File: src/rtl/mbh_pkg.sv
package mbh_pkg;
   typedef enum logic [1:0] {
      ST_IDLE  = 2'd0,
      ST_ARMED = 2'd1,
      ST_BURST = 2'd2
   } mbh_state_e;
endpackage

File: src/rtl/mbh_addr_ctr.sv
module mbh_addr_ctr #(
   parameter int AW = 6
) (
   input  logic          clk,
   input  logic          rst_n,
   input  logic          load,
   input  logic [AW-1:0] load_val,
   input  logic          inc,
   output logic [AW-1:0] addr
);
   initial assert (AW >= 1) else $error("mbh_addr_ctr: AW must be at least 1");

   always_ff @(posedge clk) begin
      if (!rst_n)    addr <= '0;
      else if (load) addr <= load_val;
      else if (inc)  addr <= addr + 1'b1;
   end

   AST_ADDR_STEP: assert property (@(posedge clk) disable iff (!rst_n)
      (inc && !load) |=> (addr == $past(addr) + 1'b1)) else $error("address step");
endmodule

File: src/rtl/mbh_store.sv
module mbh_store #(
   parameter int DEPTH = 8,
   parameter int DW    = 16,
   localparam int AW   = $clog2(DEPTH)
) (
   input  logic          clk,
   input  logic          rst_n,
   input  logic          we,
   input  logic [AW-1:0] addr,
   input  logic [DW-1:0] wdata,
   output logic [DW-1:0] rdata
);
   initial assert (DEPTH >= 2 && (1 << AW) == DEPTH)
      else $error("mbh_store: DEPTH must be a power of two, at least 2");

   logic [DW-1:0] q [DEPTH];

   always_ff @(posedge clk) begin
      if (!rst_n) begin
         for (int i = 0; i < DEPTH; i++) q[i] <= '0;
      end else if (we) begin
         q[addr] <= wdata;
      end
   end

   assign rdata = q[addr];
endmodule

File: src/rtl/mbh_ctrl.sv
module mbh_ctrl
   import mbh_pkg::*;
#(
   parameter int WEN_W = 2
) (
   input  logic             clk,
   input  logic             rst_n,
   input  logic             cs_n,
   input  logic             alat,
   input  logic             strb_n,
   input  logic             last_n,
   input  logic             rnw,
   input  logic             mem_sel,
   input  logic [WEN_W-1:0] wen,
   output mbh_state_e       state,
   output logic             load,
   output logic             xfer,
   output logic             dir_rd,
   output logic             space_mem,
   output logic             wen_ok,
   output logic             err
);
   initial assert (WEN_W >= 1) else $error("mbh_ctrl: WEN_W must be at least 1");

   assign load   = (state == ST_IDLE) && !cs_n && alat;
   assign xfer   = (state == ST_BURST) && !cs_n;
   assign wen_ok = &wen;

   always_ff @(posedge clk) begin
      if (!rst_n) begin
         state     <= ST_IDLE;
         dir_rd    <= 1'b0;
         space_mem <= 1'b1;
      end else begin
         unique case (state)
            ST_IDLE: begin
               if (load) begin
                  state     <= ST_ARMED;
                  space_mem <= mem_sel;
               end
            end
            ST_ARMED: begin
               if (!cs_n && !strb_n) begin
                  state  <= ST_BURST;
                  dir_rd <= rnw;
               end else begin
                  state <= ST_IDLE;
               end
            end
            ST_BURST: begin
               if (cs_n || !last_n) state <= ST_IDLE;
            end
            default: state <= ST_IDLE;
         endcase
      end
   end

   always_ff @(posedge clk) begin
      if (!rst_n)                err <= 1'b0;
      else if (cs_n)             err <= 1'b0;
      else if (xfer && !wen_ok)  err <= 1'b1;
   end

   AST_ERR_HOLD: assert property (@(posedge clk) disable iff (!rst_n)
      (err && !cs_n) |=> err) else $error("error flag dropped");
   AST_ERR_CLEAR: assert property (@(posedge clk) disable iff (!rst_n)
      cs_n |=> !err) else $error("error flag kept");
   AST_BURST_ENTRY: assert property (@(posedge clk) disable iff (!rst_n)
      (state == ST_IDLE) |=> (state != ST_BURST)) else $error("burst without latch");
endmodule

File: src/rtl/mux_burst_host_if.sv
module mux_burst_host_if
   import mbh_pkg::*;
#(
   parameter int DATA_W    = 16,
   parameter int MEM_DEPTH = 64,
   parameter int REG_DEPTH = 8,
   parameter int WEN_W     = 2,
   parameter bit STOP_REG  = 1'b1
) (
   input  logic              clk,
   input  logic              rst_n,
   input  logic              cs_n,
   input  logic              alat,
   input  logic              strb_n,
   input  logic              rnw,
   input  logic              mem_sel,
   input  logic [WEN_W-1:0]  wen,
   input  logic              last_n,
   input  logic [DATA_W-1:0] ad_in,
   output logic [DATA_W-1:0] ad_out,
   output logic              ad_oe,
   output logic              rdy_n,
   output logic              err,
   input  logic              cmdq_full,
   output logic              stop_n
);
   localparam int MEM_AW = $clog2(MEM_DEPTH);
   localparam int REG_AW = $clog2(REG_DEPTH);

   initial begin
      assert (MEM_AW <= DATA_W) else $error("address wider than the bus");
      assert (REG_DEPTH <= MEM_DEPTH) else $error("register file deeper than memory");
   end

   mbh_state_e        state;
   logic              load, xfer, dir_rd, space_mem, wen_ok;
   logic [MEM_AW-1:0] addr;
   logic [DATA_W-1:0] mem_rd, reg_rd, sel_rd;
   logic              wr_ok, mem_we, reg_we;

   mbh_ctrl #(.WEN_W(WEN_W)) u_ctrl (
      .clk, .rst_n, .cs_n, .alat, .strb_n, .last_n, .rnw, .mem_sel, .wen,
      .state, .load, .xfer, .dir_rd, .space_mem, .wen_ok, .err
   );

   mbh_addr_ctr #(.AW(MEM_AW)) u_addr (
      .clk, .rst_n, .load,
      .load_val (ad_in[MEM_AW-1:0]),
      .inc      (xfer),
      .addr
   );

   assign wr_ok  = xfer && !dir_rd && wen_ok && !err;
   assign mem_we = wr_ok && space_mem;
   assign reg_we = wr_ok && !space_mem;

   mbh_store #(.DEPTH(MEM_DEPTH), .DW(DATA_W)) u_mem (
      .clk, .rst_n, .we(mem_we), .addr(addr), .wdata(ad_in), .rdata(mem_rd)
   );

   mbh_store #(.DEPTH(REG_DEPTH), .DW(DATA_W)) u_regs (
      .clk, .rst_n, .we(reg_we), .addr(addr[REG_AW-1:0]), .wdata(ad_in), .rdata(reg_rd)
   );

   assign sel_rd = space_mem ? mem_rd : reg_rd;
   assign ad_oe  = xfer && dir_rd;
   assign ad_out = (ad_oe && wen_ok && !err) ? sel_rd : '0;
   assign rdy_n  = (state != ST_BURST);

   generate
      if (STOP_REG) begin : g_stop_reg
         logic stop_q;
         always_ff @(posedge clk) begin
            if (!rst_n) stop_q <= 1'b1;
            else        stop_q <= !cmdq_full;
         end
         assign stop_n = stop_q;

         AST_STOP_FOLLOWS: assert property (@(posedge clk) disable iff (!rst_n)
            cmdq_full |=> !stop_n) else $error("stop not raised");
      end else begin : g_stop_comb
         assign stop_n = !cmdq_full;
      end
   endgenerate

   AST_RDY_AFTER_STROBE: assert property (@(posedge clk) disable iff (!rst_n)
      $fell(rdy_n) |-> $past(!strb_n && !cs_n)) else $error("ready without strobe");
   AST_LAST_ENDS: assert property (@(posedge clk) disable iff (!rst_n)
      (!rdy_n && !last_n) |=> rdy_n) else $error("ready after last");
   AST_CS_ENDS: assert property (@(posedge clk) disable iff (!rst_n)
      (!rdy_n && cs_n) |=> rdy_n) else $error("ready after deselect");
   AST_NO_BAD_WRITE: assert property (@(posedge clk) disable iff (!rst_n)
      (mem_we || reg_we) |-> (&wen && !err)) else $error("write with bad enables");
   AST_OE_IN_BURST: assert property (@(posedge clk) disable iff (!rst_n)
      ad_oe |-> (!rdy_n && !cs_n)) else $error("bus driven outside burst");
endmodule

File: config.mk
export PLATFORM = sky130hd
export DESIGN_NAME = mux_burst_host_if
export DESIGN_NICKNAME = d
export VERILOG_FILES = /design/src/rtl/mbh_pkg.sv /design/src/rtl/mbh_addr_ctr.sv /design/src/rtl/mbh_store.sv /design/src/rtl/mbh_ctrl.sv /design/src/rtl/mux_burst_host_if.sv
export SDC_FILE = /design/constraint.sdc
export NUM_CORES = 2
export LEC_CHECK = 0
export ABC_AREA = 1
export BUFFER_PORTS_ARGS = -buffer_cell sky130_fd_sc_hd__buf_2
export CORE_ASPECT_RATIO = 0.8
export CORE_UTILIZATION = 55
export CTS_CLUSTER_DIAMETER = 100
export DETAILED_ROUTE_END_ITERATION = 10
export PLACE_DENSITY = 0.74
export RECOVER_POWER = 100
export SLEW_MARGIN = 20
export SYNTH_ARGS = -nofsm -noshare
export SYNTH_HDL_FRONTEND = slang
export SYNTH_SLANG_ARGS = --single-unit
File: constraint.sdc
create_clock -name clk -period 2.3 [get_ports clk]
set_input_delay 0 -clock clk [delete_from_list [all_inputs] [get_ports clk]]
set_output_delay 0 -clock clk [all_outputs]
set_load 0.1 [all_outputs]
Word level (Yosys, flattened, before mapping)
Memories as Yosys holds them, arrays and structs flattened. A register that Yosys moved wholly into a read port is not among the register bits.
Index checks and enable logic that the tools add are counted.
Word-level totals
  word-level logic and storage cells: 71
  bits in registers: 12
  memories: 2
  bits in writable memories: 1152
  output and inout port bits: 20
  input port bits: 27
Memories
  u_mem.q: depth 64, width 16, rd ports 1, clocked after Yosys merged registers in 1, write ports 64, line mbh_store.sv:16  | logic [DW-1:0] q [DEPTH];
  u_regs.q: depth 8, width 16, rd ports 1, clocked after Yosys merged registers in 1, write ports 8, line mbh_store.sv:16
Operators by class
  bitwise gates (word level): 1
  reductions and logical operators: 31
  add/sub/neg operators: 1
  equal/unequal tests: 5
  mux-type cells: 25
Operators by type and width (count)
  16-bit two-way mux: 4
  16-bit OR reduction: 2
  6-bit two-way mux: 5
  1-bit logical AND: 13
  1-bit two-way mux: 9
  3-bit two-way mux: 3
  1-bit zero test: 8
  2-bit AND reduction: 4
  6-bit by 1-bit adder with 6-bit output (second input constant): 1
  2-bit two-way mux: 3
  2-bit != test (second input constant): 3
  2-bit case mux with 3 select lines: 1
  2-bit by 1-bit equality test with 1-bit output (second input constant): 1
  2-bit equality test (second input constant): 1
  2-bit zero test: 1
  2-bit nonzero test: 1
  2-bit OR reduction: 1
  1-bit logical OR: 1
  1-bit inverter: 1

Depth between registers and ports, before layout
  depth after elaboration: 11
  depth in mapped cells: 14
  depth with buffers taken out: 11

Cells and area by module
A second synthesis with hierarchy kept.
Second synthesis, totals
  cells, all modules: 6379
  area total of the unflattened synthesis: 55424.4 µm²
Modules (own cells, without submodules)
  mbh_store at u_mem: sequential area each 30749.5 µm², cells an instance 5523, times used 1, area each 47967.3 µm²
  mbh_store at u_regs: sequential area each 3843.7 µm², cells an instance 656, times used 1, area each 6337.3 µm²
  mux_burst_host_if: sequential area each 20.0 µm², cells an instance 116, times used 1, area each 538.0 µm²
  mbh_addr_ctr: sequential area each 120.1 µm², cells an instance 50, times used 1, area each 342.8 µm²
  mbh_ctrl: sequential area each 100.1 µm², cells an instance 34, times used 1, area each 239.0 µm²

Worst setup path after synthesis
Ideal clock, no wire load.
  path type: register to register
  start: reg u_ctrl.err
  end: mem u_mem.q[0][0] (enable)
  setup time: 372 ps
  path slack: -742 ps
  clock period less this slack: 3042 ps
  arrival: 2670 ps
  stages on the path, launching flop included: 10
  path through: dfxtp_1 > nand3b_1 > nor2_1 > nand2_2 > nor3_4 > inv_4 > nor4_4 > nand2_2 > buf_2 > nand2_1
RTL lines
  start, declared: line mbh_ctrl.sv:21  | output logic err
  start signal, assigned: line mbh_ctrl.sv:59  | if (!rst_n) err <= 1'b0;
  start signal, assigned: line mbh_ctrl.sv:60  | else if (cs_n) err <= 1'b0;
  start signal, assigned: line mbh_ctrl.sv:61  | else if (xfer && !wen_ok) err <= 1'b1;
  end, declared: line mbh_store.sv:16

==> results.json <==
{
  "r2r_slack_ps": -520,
  "layout_setup_ws_ps": -772,
  "setup_viol": 2227,
  "maxCapViolCount": 0,
  "timing.rr.start": "u_ctrl.state[0]",
  "hold_slack_ps": 158,
  "drt_iter0_drc": 6922,
  "tightest_slew_ps": 1410,
  "synth_edf_count": 1152,
  "clk_path_buf_depth": 3,
  "critPathBufInv": 5,
  "grt_use_met3_pct": 6.91,
  "via_per_inst": 6.06,
  "overflow": 0,
  "cts_sinks": 1170,
  "hold_depth": 4,
  "clkSlewWorstSetupHoldPaths_ps": 70,
  "end_kind": "output port",
  "start_util_pct": 55.6,
  "grt_first_pass_wirelength_um": 243000,
  "worst_ep_arrival_time_ps": 3070,
  "power_density_nw_per_um2": 739,
  "max_freq_mhz": 326,
  "die_area_um2": 97300,
  "die_width_um": 349,
  "synth-warning-count": 0,
  "fin_crit_sh_pct": 134,
  "period_needed_ps": 3070,
  "seq_area_frac_synth_pct": 66.2,
  "fin_tns_setup_ps": -616360,
  "gr-usage-all-layers_pct": 33.3,
  "cp_top_family": "simple AND/OR/NAND/NOR gates",
  "vias": 42222,
  "cpPeakStageDelay_ps": 440,
  "r2r_cells": 13,
  "finalInstanceArea_um2": 64500,
  "critPathLaunchType": "register",
  "antenna_found_initial": 2,
  "num_antenna_cells": 0,
  "drt_pass1_iterations": 7,
  "max_slew_margin_pct": 6.27,
  "hpwl_um": 95300,
  "grt_pass1_vias": 39277,
  "worstHoldPathType": "input port to register",
  "cts-buffers-inserted": 112,
  "io_pins": 47,
  "placed_area_um2": 57400,
  "avgRoutedWirePerCell_um": 24.0,
  "dp.cells": 6652,
  "syn_area_per_cell_um2": 9.67,
  "hold_viol_final": 0,
  "status": "complete, but fails checks",
  "core_um2": 95000,
  "grt_max_degree": 88,
  "drive_above_1_share_pct": 16.3,
  "numPortBuffers": 46,
  "areaGrowthSynthToFinish_pct": 22.1,
  "crit_path_end": "ad_out[8]",
  "synth_ff_type": "edfxtp_1",
  "cp_cell_sequence": "buf_4, buf_12, buf_12, nand2_1, nand3_1, nand3_1, nand2_2, nand2_1, nand3_1, nand3_2, nand3_2, nand2_1, inv_1, buf_12",
  "die_y_um": 279,
  "r2r_end": "u_mem.q[16][5]",
  "async_reset_ff_share_pct": 0,
  "violations": "negative setup slack",
  "instances_no_fill": 6972,
  "synth-seq-cells": 1170,
  "clk_latency_ps": 710,
  "rsz0062_at_grt": "yes",
  "cts_root_buffer": "clkbuf_16",
  "nets": 5621,
  "grt_use_met2_pct": 50.6,
  "cts_tree": "yes",
  "worstSetupPathType": "register to output port",
  "path_max_fanout": 23,
  "max-vdd-ir-drop_v": 0.000798,
  "syn_area_um2": 52800,
  "drc": 0,
  "place_congestion": 1.03,
  "met1_usage_pct": 47.4,
  "cp.required_ps": 2300,
  "num_rows": 101,
  "drtAntennaViolNets": 0,
  "grt.busiest_layer": "met2",
  "path_depth": 14,
  "cts-htree-levels": 3,
  "syn-num-nets": 5493,
  "routed_wl_um": 167000,
  "critPathSlowestCell": "dfxtp_4",
  "drv_slew": 0,
  "p_leak_nw": 25.7,
  "fin_worst_skew_ps": 34.4,
  "ys_types": 29,
  "synthCells": 5465
}
==> worst reg2reg max path: cells and delay by family (launching register included) <==
family | cells | cell delay, ps
buf+inv | 6 | 1000
flops | 1 | 300
simple gates | 7 | 1200
==> cells in the final DEF, fill, tap and decap left out, drive strengths merged, types with 2 or more instances in the layout <==
cell,n
clkinvlp,3
nor4,9
nand2,1515
xor2,3
inv,63
nand3,902
buf,390
bufbuf,4
nor2,1225
bufinv,10
nor3,15
a21oi,5
a31oi,2
o21ai,66
clkinv,79
o22ai,33
o211ai,2
edfxtp,1152
dfxtp,18
nand4,2
clkbuf,154
dlygate4sd3,29
==> flip-flops by register name (all words and copies together), names as in the netlist, named ones only <==
signal / cells
stop_n: 1
u_ctrl.space_mem: 1
u_ctrl.err: 1
u_regs.q: 128
u_addr.addr: 6
u_mem.q: 1024
u_ctrl.state: 2
u_ctrl.dir_rd: 1
==> worst min-delay path by stage <==
stage / startpoint / end / slack, ps
2_1_floorplan: cmdq_full / stop_n / 70
3_3_place_gp: cmdq_full / stop_n / 170
3_5_place_dp: cmdq_full / stop_n / 180
4_1_cts: mem_sel / u_ctrl.space_mem / 130
5_1_grt: ad_in[15] / u_mem.q[1][15] / 180
6_report: mem_sel / u_ctrl.space_mem / 160
==> layout make-up <==
cell class              instances  area (µm²)
clock buffers                 127        2900
clock inverters                79         672
fillers                      6724       30500
inverters                      75         359
multi-input cells            3783       17700
flip-flops and latches       1170       35000
well taps                    1287        1610
repair buffers                450        6250
repair inverters                1        7.51
==> power by group <==
group	switching (mW)	total (mW)	internal (mW)
Sequential	0.225	24.3	24.0
Combinational	3.48	5.08	1.60
Clock	8.20	18.4	10.2
==> logic make-up after synthesis <==
| kind of cell | after synthesis | synth area share (%) |
|---|---|---|
| adder cells (fa/ha/maj) | 1 | 0.0237 |
| AND/OR/NAND/NOR | 3658 | 28.8 |
| buffers and inverters | 523 | 3.80 |
| XOR/XNOR | 3 | 0.0497 |
| AO/OA/AOI/OAI | 110 | 1.15 |
| flip-flops | 1170 | 66.2 |
==> layer usage <==
layer	wire length, µm	up-vias	share of wire (%)
li1	-	18631	-
met1	61900	20000	37
met2	75400	3165	45
met3	23100	424	14
met4	6710	2	4.0
met5	11	-	0.0066
==> cells in the mapped netlist (all sizes together), types with 9 or more instances <==
master | count | share of area (%)
nand2 | 1504 | 11
dfxtp | 18 | 0.68
buf | 85 | 0.68
inv | 75 | 0.54
o21ai | 66 | 0.63
nand3 | 902 | 8.5
nor3 | 15 | 0.22
edfxtp | 1152 | 65
nor2 | 1225 | 8.7
nor4 | 9 | 0.33
clkbuf | 363 | 2.6
o22ai | 33 | 0.39
==> stage by stage <==
stage	setup slack [ps]	power, mW	utilization [%]
final	-772	47.7	67.9
after global placement	-164	28.9	60.4
after global routing	-803	48.7	67.9
after floorplan	-205	27.0	-
after detailed placement	-178	29.0	60.4
after CTS	-696	47.3	66.6
==> repair_timing <==
action,4_1_cts,5_1_grt
buffers inserted,22,17
setup endpoints to repair,746,2067
hold buffers,29,0
gates cloned,30,22
pin swaps,4,10
gates resized for setup,229,176
endpoints found under the hold margin,581,0
Power figures use the tool's default switching activity.
